File: config.mk
export PLATFORM = sky130hd
export DESIGN_NAME = cc_mask_unit
export DESIGN_NICKNAME = d
export VERILOG_FILES = /design/src/rtl/cc_pkg.sv /design/src/rtl/cc_classify.sv /design/src/rtl/cc_store.sv /design/src/rtl/cc_rule_eval.sv /design/src/rtl/cc_mask_unit.sv
export SDC_FILE = /design/constraint.sdc
export NUM_CORES = 1
export LEC_CHECK = 0
export CORE_AREA = 8 8 57 59
export CTS_CLUSTER_SIZE = 24
export DETAILED_ROUTE_END_ITERATION = 7
export DIE_AREA = 0 0 65 67
export DONT_BUFFER_PORTS = 1
export REMOVE_ABC_BUFFERS = 1
export SLEW_MARGIN = 20
export SYNTH_ARGS = -nofsm -noshare
export SYNTH_HDL_FRONTEND = slang
export SYNTH_HIERARCHICAL = 1
export SYNTH_SLANG_ARGS = --single-unit
export TNS_END_PERCENT = 50
File: constraint.sdc
create_clock -name clk -period 1.79 [get_ports clk]
set_input_delay 0.179 -clock clk [delete_from_list [all_inputs] [get_ports clk]]
set_output_delay 0.179 -clock clk [all_outputs]
set_load 0.05 [all_outputs]
File: src/rtl/cc_pkg.sv
package cc_pkg;

   localparam int CODE_W = 2;
   localparam int RULE_W = 3;

   typedef enum logic [CODE_W-1:0] {
      CC_ZERO = 2'b00,
      CC_NEG  = 2'b01,
      CC_POS  = 2'b10,
      CC_UNORD = 2'b11
   } cc_code_e;

   // Each ordered rule is the set of accepted ordered classes:
   // bit0 accepts negative, bit1 accepts zero, bit2 accepts positive.
   typedef enum logic [RULE_W-1:0] {
      RULE_NEVER = 3'd0,
      RULE_LESS  = 3'd1,
      RULE_EQUAL = 3'd2,
      RULE_LEQ   = 3'd3,
      RULE_GREAT = 3'd4,
      RULE_NEQ   = 3'd5,
      RULE_GEQ   = 3'd6,
      RULE_ALWAYS = 3'd7
   } cc_rule_e;

endpackage

File: src/rtl/cc_classify.sv
module cc_classify
   import cc_pkg::*;
#(
   parameter int DATA_W = 32,
   parameter int EXP_W  = 8,
   parameter int MAN_W  = 23
) (
   input  logic [DATA_W-1:0] value,
   output logic [CODE_W-1:0] code
);

   localparam int SIGN_BIT = DATA_W - 1;

   logic             sign;
   logic [EXP_W-1:0] expo;
   logic [MAN_W-1:0] mant;
   logic             exp_max;
   logic             exp_zero;
   logic             man_zero;

   assign sign     = value[SIGN_BIT];
   assign expo     = value[MAN_W +: EXP_W];
   assign mant     = value[MAN_W-1:0];
   assign exp_max  = &expo;
   assign exp_zero = ~|expo;
   assign man_zero = ~|mant;

   always_comb begin
      if (exp_max && !man_zero)
         code = CC_UNORD;
      else if (exp_zero && man_zero)
         code = CC_ZERO;
      else if (sign)
         code = CC_NEG;
      else
         code = CC_POS;
   end

endmodule

File: src/rtl/cc_store.sv
module cc_store
   import cc_pkg::*;
#(
   parameter int LANES = 4
) (
   input  logic                     clk,
   input  logic                     rst_n,
   input  logic [LANES-1:0]         ld,
   input  logic [LANES*CODE_W-1:0]  d,
   output logic [LANES*CODE_W-1:0]  q
);

   for (genvar i = 0; i < LANES; i++) begin : g_lane
      always_ff @(posedge clk or negedge rst_n) begin
         if (!rst_n)
            q[i*CODE_W +: CODE_W] <= CC_ZERO;
         else if (ld[i])
            q[i*CODE_W +: CODE_W] <= d[i*CODE_W +: CODE_W];
      end
   end

endmodule

File: src/rtl/cc_rule_eval.sv
module cc_rule_eval
   import cc_pkg::*;
(
   input  logic [CODE_W-1:0] code,
   input  logic [RULE_W-1:0] rule,
   output logic              pass
);

   always_comb begin
      case (code)
         CC_NEG:  pass = rule[0];
         CC_ZERO: pass = rule[1];
         CC_POS:  pass = rule[2];
         default: pass = (rule == RULE_NEQ) || (rule == RULE_ALWAYS);
      endcase
   end

endmodule

File: src/rtl/cc_mask_unit.sv
module cc_mask_unit
   import cc_pkg::*;
#(
   parameter int LANES      = 4,
   parameter int DATA_W     = 32,
   parameter int EXP_W      = 8,
   parameter int MAN_W      = 23,
   parameter bit SWIZZLE_EN = 1'b1,
   localparam int SEL_W     = $clog2(LANES),
   localparam int CC_W      = LANES * CODE_W
) (
   input  logic                    clk,
   input  logic                    rst_n,
   input  logic                    upd_en,
   input  logic [LANES-1:0]        upd_mask,
   input  logic [LANES*DATA_W-1:0] upd_data,
   input  logic                    cc_only,
   input  logic [LANES-1:0]        wr_mask,
   input  logic [RULE_W-1:0]       wr_rule,
   input  logic [LANES*SEL_W-1:0]  wr_swz,
   output logic [LANES-1:0]        wr_en,
   output logic [CC_W-1:0]         cc_q
);

   // Elaboration-time parameter checks
   if (DATA_W != 1 + EXP_W + MAN_W) begin : g_bad_fmt
      $error("cc_mask_unit: DATA_W must equal 1 + EXP_W + MAN_W");
   end
   if (LANES < 2 || (1 << SEL_W) != LANES) begin : g_bad_lanes
      $error("cc_mask_unit: LANES must be a power of two, at least 2");
   end

   logic [CC_W-1:0]  new_codes;
   logic [LANES-1:0] load;
   logic [CC_W-1:0]  sel_codes;
   logic [LANES-1:0] rule_pass;

   // Per-lane classification of the incoming result
   for (genvar i = 0; i < LANES; i++) begin : g_cls
      cc_classify #(
         .DATA_W (DATA_W),
         .EXP_W  (EXP_W),
         .MAN_W  (MAN_W)
      ) u_cls (
         .value (upd_data[i*DATA_W +: DATA_W]),
         .code  (new_codes[i*CODE_W +: CODE_W])
      );
   end

   assign load = upd_en ? upd_mask : '0;

   cc_store #(.LANES(LANES)) u_store (
      .clk   (clk),
      .rst_n (rst_n),
      .ld    (load),
      .d     (new_codes),
      .q     (cc_q)
   );

   // Condition lane selection: full crossbar or fixed identity
   if (SWIZZLE_EN) begin : g_swz
      for (genvar i = 0; i < LANES; i++) begin : g_sel
         logic [SEL_W-1:0] idx;
         assign idx = wr_swz[i*SEL_W +: SEL_W];
         assign sel_codes[i*CODE_W +: CODE_W] = cc_q[idx*CODE_W +: CODE_W];
      end
   end else begin : g_ident
      logic unused_swz;
      assign unused_swz = ^wr_swz;
      assign sel_codes  = cc_q;
   end

   for (genvar i = 0; i < LANES; i++) begin : g_rule
      cc_rule_eval u_eval (
         .code (sel_codes[i*CODE_W +: CODE_W]),
         .rule (wr_rule),
         .pass (rule_pass[i])
      );
   end

   assign wr_en = cc_only ? '0 : (wr_mask & rule_pass);

endmodule

==> results of run 1 <==
-- cells by family (layout without fill, tap and decap cells) --
group                  after synthesis  after routing  synth area share, %
DFF                                  8              8                17.51
and+or+nand+nor                     72             72                39.82
buffers and inverters               12             29                3.938
AOI/OAI and AO/OA                   16             16                10.50
muxes                               16             16                28.23
-- worst register-to-register path: stages, from the launching register on --
cell and delay [ps]:
dfrtp_1 420, buf_4 150, buf_4 180, mux2_4 280
-- report_power, final --
| group | total [uW] | switching (uW) | leakage [uW] | internal (uW) |
|---|---|---|---|---|
| logic | 435 | 229 | 0.000346 | 206 |
| registers | 244 | 35.8 | 0.0000938 | 209 |
| clock network | 129 | 53.0 | 0.0000138 | 76.1 |
-- layer usage --
| layer | vias up | part of all wire (%) | wire length, um | track usage, % |
|---|---|---|---|---|
| li1 | 550 | - | - | - |
| met1 | 531 | 30 | 1240 | 13.53 |
| met2 | 99 | 53 | 2181 | 33.29 |
| met3 | 6 | 17 | 686 | 10.07 |
| met4 | 0 | 0.84 | 35 | 5.722 |
| met5 | - | 0 | 0 | 0 |
-- cells in the final DEF, fill, tap and decap left out, types with 6 or more instances in the layout --
| master | netlist | final |
|---|---|---|
| nand2_1 | 8 | 8 |
| inv_1 | 12 | 12 |
| mux2_4 | 6 | 6 |
| nand4_1 | 12 | 12 |
| mux4_2 | 0 | 8 |
| dfrtp_1 | 8 | 8 |
| o21ai_0 | 8 | 8 |
| buf_4 | 0 | 9 |
| nor4_1 | 28 | 28 |
| nor3_2 | 8 | 8 |
-- cell type report --
type | instances | area share, %
clock buffers | 3 | 1.685
flip-flops and latches | 8 | 14.98
well taps | 30 | 2.809
multi-input cells | 104 | 65.36
inverters | 12 | 3.371
repair buffers | 14 | 11.80
-- worst max-delay path by stage --
stage / start / to / slack (ps)
finish: u_store/q[7] / wr_en[3] / -230
global route: u_store/q[1] / wr_en[0] / -300
CTS: u_store/q[1] / wr_en[3] / -250
detailed placement: u_store/q[3] / wr_en[3] / -60
global placement: u_store/q[3] / wr_en[0] / 20
floorplan: u_store/q[3] / wr_en[0] / -330
-- stage by stage --
stage	TNS [ps]	total power (uW)	cell area [um^2]	instances
2_1_floorplan	-1312	547.4	1144	124
3_3_place_gp	0	653.2	1321	166
3_5_place_dp	-132.2	666.6	1321	166
4_1_cts	-955.7	812.9	1334	170
5_1_grt	-1158	856.0	1336	171
6_report	-835.8	808.6	1336	171
-- what timing repair did --
action	CTS	global route
endpoints found under the setup margin	4	4
gates resized for setup	8	4
hold buffers	1	0
pin swaps	4	3
hold endpoints to repair	8	0
setup buffers	0	1
==> results.yml, run 1 <==
run_status:
  status: "complete, but fails checks"
  violations: "negative setup slack"
logic_synthesis:
  synth_top_area_cell: "mux4_1"
  yosys_register_bits: 8
  yosysUniqueCellTypes: 16
  syn_inst: 124
  synth_flop_cell: "dfrtp_1"
  ys_warn_count: 6
  synth.most_common_cell: "nor4_1"
  synthTopCellsByCount: "nor4_1, inv_1, nand4_1"
  syn_area_per_cell_um2: 9.223
  synth_area_um2: 1144
  synthTopCellsByArea: "mux4_1, dfrtp_1, nor4_1"
  synth_top_area_share_pct: 18.38
  async_reset_ff_share_pct: 100.0
  synth_edf_count: 0
  synth-seq-area-share_pct: 17.51
hold_path:
  hp-start: "upd_data[127]"
  hold_class: "input port to flop"
  hold_depth: 2
  hold_path_end: "u_store/q[7]"
floorplan:
  initial_utilization_pct: 48.36
  ioPinCount: 163
  num_rows: 18
  core_um2: 2365
  die_x_um: 65
  die_area_um2: 4355
  dieHeight_um: 67
global_route:
  antenna_found_initial: 0
  grt_pass1_wl_mm: 6.044
  grt-ovfl-total: 0
  grt_pass1_vias: 1378
  grt_max_degree: 9
  grtUsageTotal_pct: 16.97
final_layout:
  nNetsFinal: 294
  seq_area_um2: 200.2
  diodes: 0
  largestRegisters: "u_store/q (8)"
  nFillCells: 224
  syn2layout_area_growth_pct: 16.85
  drive_above_1_share_pct: 32.62
  fin_util_pct: 56.51
  largest_register_ffs: 8
  multi_input_area_um2: 873.3
  largest_register: "u_store/q"
timing:
  timing.slew.headroom_pct: 77.21
  rsz0062_at_grt: "true"
  finalCritPeriodShare_pct: 112.9
  hold-worst-slack_ps: 213.2
  final_max_slew_viol_count: 0
  worstMarginPinSlew_ps: 340.8
  setup_ws_ps: -230.1
  max_freq_mhz: 495.0
  skew_ps: 0
  period_needed_ps: 2020
  setup_viol: 4
  hold_viol_final: 0
setup_path:
  criticalPathCategory: "flop to primary output"
  timing.rr.end: "u_store/q[1]"
  cp_num_cells: 4
  cp-start-kind: "flop"
  crit_family: "multiplexers"
  critPathArrivalTime_ps: 1840
  cp.required_ps: 1610
  rrSetupSlack_ps: 650
  endpoint_kind: "primary output"
  rr_worst_depth: 3
  max_stage_delay_ps: 530
  cp_max_fo: 5
  worstPathCellList: "mux4_2 > a221oi_2 > and3b_2 > buf_12"
  worstReg2RegStart: "u_store/q[1]"
  cpMaxStageDelayCell: "mux4_2"
  path_buf_inv: 1
job:
  maxCapViolations: 0
pwr:
  power.density_nw_per_um2: 605.1
  p_leak_uw: 0.0004534
  vdd_drop_max_v: 0.0004039
route:
  wirelength_mm: 4.143
  ant_nets: 0
  drtIter0Drc: 30
  firstDrtPassIters: 4
  num_vias: 1186
  drc_errors: 0
  wl_per_cell_um: 24.23
  viasPerCell: 6.936
clock_tree:
  h-tree-depth: 1
  cts_tree: "built"
  cts-root-buf: "clkbuf_4"
  cts.sinks: 8
  cts_buffer_depth: 2
  cts_buffers: 3
  clkTransAtPathRegs_ps: 50
  clk_latency_ps: 250
place:
  dp.final_hpwl_mm: 3.935
  pre_cts_ws_ps: -64.76
  place.gp.congestion: 0.7276
  io_buffers: 0
Power figures use the tool's default switching activity.
==> run 2: changes to the inputs <==
- PLACE_DENSITY: not set -> 0.64
- SKIP_LAST_GASP: not set -> 1
- clock period: 1.79 -> 2.5 ns (I/O delays scaled with it)
==> results.yml, run 2 (synthesized netlist as in run 1, its figures left out) <==
run_status:
  status: "finished clean"
final_layout:
  diodes: 0
  multi_input_area_um2: 898.4
  largest_register_ffs: 8
  drive_above_1_share_pct: 23.57
  syn2layout_area_growth_pct: 14.00
  seq_area_um2: 200.2
  nNetsFinal: 293
  nFillCells: 237
  largest_register: "u_store/q"
  largestRegisters: "u_store/q (8)"
  final_cell_mix: "nor4_1, inv_1, nand4_1, buf_4"
  final_common_cell: "nor4_1"
clock_tree:
  cts_buffer_depth: 2
  cts_buffers: 3
  h-tree-depth: 1
  clk_latency_ps: 250
  cts-root-buf: "clkbuf_4"
  cts_tree: "built"
  cts.sinks: 8
  clkTransAtPathRegs_ps: 50
global_route:
  grtUsageTotal_pct: 17.07
  antenna_found_initial: 0
  grt_pass1_wl_mm: 6.085
  grt_max_degree: 9
  grt_pass1_vias: 1383
  grt-ovfl-total: 0
timing:
  skew_ps: 0
  max_freq_mhz: 460.5
  setup_viol: 0
  final_max_slew_viol_count: 0
  fin_tns_setup_ps: 0
  period_needed_ps: 2171
  finalCritPeriodShare_pct: 86.86
  setup_ws_ps: 328.5
  worstMarginPinSlew_ps: 340.3
  timing.slew.headroom_pct: 77.24
  rsz0062_at_grt: "false"
  hold_viol_final: 0
setup_path:
  critPathArrivalTime_ps: 1920
  cp_max_fo: 5
  rr_worst_depth: 2
  criticalPathCategory: "flop to primary output"
  crit_family: "multiplexers"
  cp_num_cells: 4
  cp-start-kind: "flop"
  max_stage_delay_ps: 590
  endpoint_kind: "primary output"
  path_buf_inv: 1
  cpMaxStageDelayCell: "mux4_1"
  cp.required_ps: 2250
  worstPathCellList: "mux4_1 > a221oi_2 > and3b_1 > buf_4"
route:
  ant_nets: 0
  drtIter0Drc: 23
  wirelength_mm: 4.104
  num_vias: 1211
  drc_errors: 0
  firstDrtPassIters: 4
  viasPerCell: 7.124
  wl_per_cell_um: 24.14
floorplan:
  num_rows: 18
  initial_utilization_pct: 48.36
  core_um2: 2365
  dieHeight_um: 67
  ioPinCount: 163
  die_area_um2: 4355
  die_x_um: 65
pwr:
  vdd_drop_max_v: 0.0002554
  power.total_uw: 553.9
  p_leak_uw: 0.0004718
  power.density_nw_per_um2: 424.8
place:
  pre_cts_ws_ps: 600.0
  io_buffers: 0
  dp.final_hpwl_mm: 3.802
  place.gp.congestion: 0.7699
job:
  maxCapViolations: 0
hold_path:
  hold_class: "input port to flop"
  hold_depth: 2
## run 2: changes by cell type in the layout (fill, tap and decap cells not counted)
cell     delta
buf_4       +3
buf_12      -4
and3b_1     +4
and3b_2     -4
mux4_1      +8
mux4_2      -8
## run 2: final timing paths
path	startpoint	end	slack, ps
hold / removal	upd_data[31]	u_store/q[1]	310
setup reg to reg	u_store/q[7]	u_store/q[7]	1460
hold reg to reg	u_store/q[6]	u_store/q[6]	810
setup / recovery	u_store/q[3]	wr_en[1]	330
max in group asynchronous	rst_n	u_store/q[1]	1910
min in group asynchronous	rst_n	u_store/q[3]	340
## run 2: per-stage QoR
stage / hold slack [ps] / util, % / cell area (um^2) / cells
floorplan: -45.59 / - / 1144 / 124
global placement: -45.33 / 53.76 / 1271 / 166
detailed placement: -45.32 / 53.76 / 1271 / 166
CTS: 296.1 / 55.13 / 1304 / 170
global route: 320.7 / 55.13 / 1304 / 170
finish: 311.4 / 55.13 / 1304 / 170
## run 2: per-layer routing
layer	global-route usage, %	routed length, um	vias to the layer above
met4	7.084	10	0
li1	-	-	561
met5	0	0	-
met3	6.544	499	2
met2	32.05	2308	86
met1	16.32	1286	562
## run 2: timing repair
item	4_1_cts	5_1_grt
buffers inserted	0	0
endpoints found under the hold margin	8	0
resized for setup	0	0
hold buffers	1	0
## run 2: cell type report
type                       count  area share (%)
multi-input combinational    104           68.91
tap                           30           2.879
sequential                     8           15.36
clock buffer                   3           1.727
inverter                      12           3.455
timing repair buffer          13           7.678
## run 2: where the power goes
group,internal [uW],total [uW],leakage [uW],switching (uW)
sequential,149,173,0.0000938,23.9
clock,54.7,95.1,0.0000138,40.4
combinational,127,286,0.000364,158
total,331,554,0.000472,223
